### src/rtl/itmr_pkg.sv
package itmr_pkg;
  localparam logic [3:0] ADDR_MODE = 4'h0;
  localparam logic [3:0] ADDR_STAT = 4'h4;
  localparam logic [3:0] ADDR_ACKV = 4'h8;
  localparam logic [3:0] ADDR_IMGV = 4'hC;
  localparam int RUN_BIT = 24;
  localparam int IEN_BIT = 25;

  typedef struct packed {
    logic tick;  // prescaled advance this cycle
    logic ack;   // acknowledging read this cycle
  } itmr_strb_t;
endpackage

### src/rtl/itmr_ctrl.sv
module itmr_ctrl
  import itmr_pkg::*;
#(
  parameter int PRESC  = 16,
  parameter int VAL_W  = 20,
  parameter int DATA_W = 32
) (
  input  logic              clk,
  input  logic              rstN,
  input  logic [3:0]        busAddr,
  input  logic              busWe,
  input  logic [DATA_W-1:0] busWdata,
  input  logic              busRe,
  input  logic              valNonZero,
  output logic [VAL_W-1:0]  limit,
  output logic              runEn,
  output logic              irqEn,
  output itmr_strb_t        strb
);
  localparam int PW = $clog2(PRESC);
  localparam logic [PW-1:0] PLAST = PW'(PRESC - 1);

  logic [PW-1:0] presc;
  logic running;
  logic unusedWdata;

  assign unusedWdata = ^{busWdata[DATA_W-1:IEN_BIT+1], busWdata[RUN_BIT-1:VAL_W]};
  assign running = runEn | valNonZero;

  always_ff @(posedge clk) begin
    if (!rstN) begin
      presc <= '0;
      limit <= '0;
      runEn <= 1'b0;
      irqEn <= 1'b0;
    end else begin
      if (running) presc <= (presc == PLAST) ? '0 : presc + 1'b1;
      else         presc <= '0;
      if (busWe && busAddr == ADDR_MODE) begin
        limit <= busWdata[VAL_W-1:0];
        runEn <= busWdata[RUN_BIT];
        irqEn <= busWdata[IEN_BIT];
      end
    end
  end

  always_comb begin
    strb.tick = running && (presc == PLAST);
    strb.ack  = busRe && (busAddr == ADDR_ACKV);
  end
endmodule

### src/rtl/itmr_dp.sv
module itmr_dp
  import itmr_pkg::*;
#(
  parameter int VAL_W = 20,
  parameter int CNT_W = 12
) (
  input  logic             clk,
  input  logic             rstN,
  input  itmr_strb_t       strb,
  input  logic [VAL_W-1:0] limit,
  output logic [VAL_W-1:0] curVal,
  output logic [CNT_W-1:0] ovfCnt,
  output logic             flag
);
  localparam logic [CNT_W-1:0] CNT_MAX = '1;

  logic wrap;
  assign wrap = strb.tick && (curVal >= limit);

  always_ff @(posedge clk) begin
    if (!rstN) begin
      curVal <= '0;
      ovfCnt <= '0;
      flag   <= 1'b0;
    end else begin
      if (strb.tick) curVal <= wrap ? '0 : curVal + 1'b1;
      if (wrap) begin
        if (strb.ack)                ovfCnt <= CNT_W'(1);
        else if (ovfCnt != CNT_MAX)  ovfCnt <= ovfCnt + 1'b1;
        flag <= 1'b1;
      end else if (strb.ack) begin
        ovfCnt <= '0;
        flag   <= 1'b0;
      end
    end
  end
endmodule

### src/rtl/interval_timer.sv
module interval_timer
  import itmr_pkg::*;
#(
  parameter int PRESC  = 16,
  parameter int VAL_W  = 20,
  parameter int CNT_W  = 12,
  parameter int DATA_W = 32
) (
  input  logic              clk,
  input  logic              rstN,
  input  logic [3:0]        busAddr,
  input  logic              busWe,
  input  logic [DATA_W-1:0] busWdata,
  input  logic              busRe,
  output logic [DATA_W-1:0] busRdata,
  output logic              irqOut
);
  itmr_strb_t       strb;
  logic [VAL_W-1:0] limit;
  logic [VAL_W-1:0] curVal;
  logic [CNT_W-1:0] ovfCnt;
  logic             runEn;
  logic             irqEn;
  logic             flag;

  itmr_ctrl #(.PRESC(PRESC), .VAL_W(VAL_W), .DATA_W(DATA_W)) u_ctrl (
    .clk(clk), .rstN(rstN), .busAddr(busAddr), .busWe(busWe),
    .busWdata(busWdata), .busRe(busRe), .valNonZero(curVal != '0),
    .limit(limit), .runEn(runEn), .irqEn(irqEn), .strb(strb)
  );

  itmr_dp #(.VAL_W(VAL_W), .CNT_W(CNT_W)) u_dp (
    .clk(clk), .rstN(rstN), .strb(strb), .limit(limit),
    .curVal(curVal), .ovfCnt(ovfCnt), .flag(flag)
  );

  assign irqOut = flag & irqEn;

  always_comb begin
    busRdata = '0;
    case (busAddr)
      ADDR_MODE: begin
        busRdata[VAL_W-1:0] = limit;
        busRdata[RUN_BIT]   = runEn;
        busRdata[IEN_BIT]   = irqEn;
      end
      ADDR_STAT: busRdata[0] = flag;
      ADDR_ACKV, ADDR_IMGV: begin
        busRdata[VAL_W-1:0]     = curVal;
        busRdata[VAL_W +: CNT_W] = ovfCnt;
      end
      default: busRdata = '0;
    endcase
  end
endmodule

### config.mk
export PLATFORM = sky130hd
export DESIGN_NAME = interval_timer
export DESIGN_NICKNAME = d
export VERILOG_FILES = /design/src/rtl/itmr_pkg.sv /design/src/rtl/itmr_ctrl.sv /design/src/rtl/itmr_dp.sv /design/src/rtl/interval_timer.sv
export SDC_FILE = /design/constraint.sdc
export NUM_CORES = 1
export LEC_CHECK = 0
export BUFFER_PORTS_ARGS = -buffer_cell sky130_fd_sc_hd__buf_2
export CAP_MARGIN = 20
export CORE_MARGIN = 4
export CORE_UTILIZATION = 30
export DETAILED_ROUTE_END_ITERATION = 16
export PLACE_DENSITY = 0.56
export SYNTH_ARGS = -nofsm -noshare
export SYNTH_HDL_FRONTEND = slang
export SYNTH_HIERARCHICAL = 1
export SYNTH_SLANG_ARGS = --single-unit
### constraint.sdc
create_clock -name clk -period 3.4 [get_ports clk]
set_input_delay 0.68 -clock clk [delete_from_list [all_inputs] [get_ports clk]]
set_output_delay 0.68 -clock clk [all_outputs]
set_load 0.1 [all_outputs]
==> out/qor.csv <==
stage,metric,value,unit
timing,period utilization,81.3,%
placed_design,hpwl dp,6530,um
critical_path,worst reg-to-reg setup slack,0.65,ns
critical_path,Slowest Stage Delay on Critical Path,0.44,ns
detailed_routing,WL/cell,14.4,um
clock_tree,htree depth,3,
synth,post-synthesis cell count,409,
placed_design,placed instance area,3920,um^2
synth,Netlist Area Pre-Place,3470,um^2
critical_path,"Req. time, crit path",2.72,ns
detailed_routing,# DRC,0,
grt,Total GRT Usage,13.9,%
grt,largest net degree at the start of global routing,32,
clock_tree,Max clock buf depth,2,
placed_design,placed insts,604,
clock_tree,CTS tree,done,
die,row count,39,
clock_tree,clock sinks,59,
detailed_routing,First-pass DRT Iterations,4,
detailed_routing,Vias,3115,
timing,final setup violation count,0,
critical_path,RR Endpoint,u_dp/curVal[13],
pwr,LEAKAGE,1.70,nW
critical_path,crit path buf inv count,3,
critical_path,worst-path fanout max,21,
synth,fraction of registers with async set or reset after synthesis,0,%
critical_path,Crit-path slowest cell,buf_2,
die,Core Footprint,11400,um^2
synth,Post-synth EDFFs,0,
cells_and_area,layout cells sized above 1,19.9,%
cells_and_area,Final nets,535,
pwr,maximum VDD drop,0.000229,V
run,# Max-Cap Violations,0,
synth,Unique masters post-synth,46,
timing,Least-Margin Pin Slew,0.709,ns
cells_and_area,Finished Layout Cells,620,
timing,relative slew slack,52.7,%
pwr,pwr/cell area,426,nW/um^2
clock_tree,Worst-path clk slew,0.05,ns
synth,post-synthesis sequential area ratio,34.0,%
timing,fin crit period,2.76,ns
cells_and_area,Layout area overhead,22.8,%
min_path,Hold Crit Class,reg2reg,
critical_path,startpoint type of the worst setup path,input pin,
timing,clock skew,0.00661,ns
placed_design,Final GP Congestion,0.781,
cells_and_area,# diodes,0,
synth,#FFs+latches synth,59,
clock_tree,postcts setup bufs,0,
cells_and_area,# fillers,1200,
synth,Most used DFF post-synth,dfxtp_1,
grt,vias in the first global route,3060,
die,die area,13400,um^2
critical_path,critical-path cell list,"buf_2, nor4_4, buf_4, a22o_1, buf_2",
die,Die W,116,um
pwr,Design Power,1.81,mW
critical_path,CP Launch Point,busAddr[2],
placed_design,IO buf count,62,
outcome,status,finished clean,
die,IO Pins,73,
critical_path,Worst path top cell family by delay,buffers and inverters,
critical_path,worst setup path end,busRdata[9],
clock_tree,TritonCTS Buffers,9,
critical_path,Worst Reg2Reg Path Length in Cells,9,
clock_tree,Root Driver,clkbuf_16,
critical_path,critical path type,in2out,
detailed_routing,WL final,8920,um
synth,"Net Count, Synth",472,
timing,setup TNS,0,ns
detailed_routing,Initial DRC Count,246,
clock_tree,cts hold-fix bufs,0,
detailed_routing,vias per cell,5.02,
grt,first-pass GRT wire length,14800,um
synth,"Avg Cell Area, Syn",8.49,um^2
cells_and_area,post-route cell area,4260,um^2
critical_path,"most used cell, CP",buf_2,
synth,synth warn,6,
die,Initial Util,30.5,%
timing,Setup WS post-layout,0.637,ns
cells_and_area,most frequent cells in the layout,"buf_2 (62), nand2_1 (62), dfxtp_1 (59)",
critical_path,WP depth,5,
clock_tree,Resize count post-CTS,0,
grt,initial antenna violation count,0,
cells_and_area,storage element area,1180,um^2
critical_path,CP Capture Type,primary output,
critical_path,critical path arrival,2.08,ns
timing,final hold vios,0,
cells_and_area,area of the multi-input gates,2100,um^2
timing,RSZ-0062 raised after global routing,no,
grt,GRT overflow,0,
critical_path,Worst R2R Start,u_dp/curVal[0],
clock_tree,clk_lat worst skew,0.32,ns
timing,Max Transition Viols Final,0,
detailed_routing,post-route ant nets,0,
die,Chip Height,116,um
placed_design,pre-CTS setup slack,0.629,ns
timing,Fmax,362,MHz
[where the power goes]
| group | internal (mW) | switching [mW] | leakage [nW] |
|---|---|---|---|
| combinational | 0.0292 | 0.0480 | 1.06 |
| clock | 0.733 | 0.306 | 0.169 |
| sequential | 0.696 | 0.00304 | 0.475 |
[per-layer routing]
metal	track usage (%)	part of all wire, %	wire length [um]	up-vias
li1	-	-	-	1576
met3	2.87	4.3	386	6
met4	4.38	1.3	113	0
met2	22.3	46	4150	73
met1	18.7	48	4280	1460
met5	0	0	0	-
[state kept, by name, summed over array words and instances (netlist names)]
signal and count:
u_ctrl/runEn 1, u_ctrl/limit 20, u_dp/ovfCnt 12, u_dp/curVal 20, u_ctrl/presc 4, u_ctrl/irqEn 1
u_dp/flag 1
[metrics by stage]
stage,util [%],hold WS (ns)
after floorplan,-,0.418
after global placement,34.5,0.433
after detailed placement,34.5,0.444
after CTS,37.5,0.452
after global routing,37.5,0.480
final,37.5,0.447
[synthesized netlist by cell type (all sizes together) (9+ instances only)]
cell type	number	area share (%)
nor2	38	4.2
a21oi	17	2.5
and2	12	2.2
ha	23	8.3
buf	10	2.3
nand2	62	6.7
inv	23	2.5
nand4	10	1.8
nor4	9	2.2
a22o	21	5.3
dfxtp	59	34
nand3	14	2.0
mux2i	24	6.9
xor2	13	3.3
[final cells by class]
class | count | share of cell area, %
timing repair buffer | 70 | 8.69
clock inverter | 5 | 2.35
tap | 143 | 4.20
sequential | 59 | 27.7
inverter | 23 | 2.03
clock buffer | 11 | 5.69
multi-input combinational | 309 | 49.3
[kinds of logic (layout without fill, tap and decap cells)]
group	Yosys count	after routing	share of synthesized area [%]
DFF	59	59	34.0
buffers and inverters	41	109	5.95
adders and majority gates	23	23	8.29
AOI/OAI and AO/OA	65	65	14.2
xor gates and xnor gates	21	21	5.30
muxes	25	25	7.25
and+or+nand+nor	175	175	25.0
[worst min path at each step]
stage                          from  cells past startpoint         endpoint
floorplan           u_ctrl/presc[0]                      1  u_ctrl/presc[0]
global placement    u_ctrl/presc[0]                      1  u_ctrl/presc[0]
detailed placement  u_ctrl/presc[0]                      1  u_ctrl/presc[0]
CTS                 u_ctrl/presc[0]                      1  u_ctrl/presc[0]
global route        u_ctrl/presc[0]                      1  u_ctrl/presc[0]
finish              u_ctrl/presc[0]                      1  u_ctrl/presc[0]
Power figures use the tool's default switching activity.
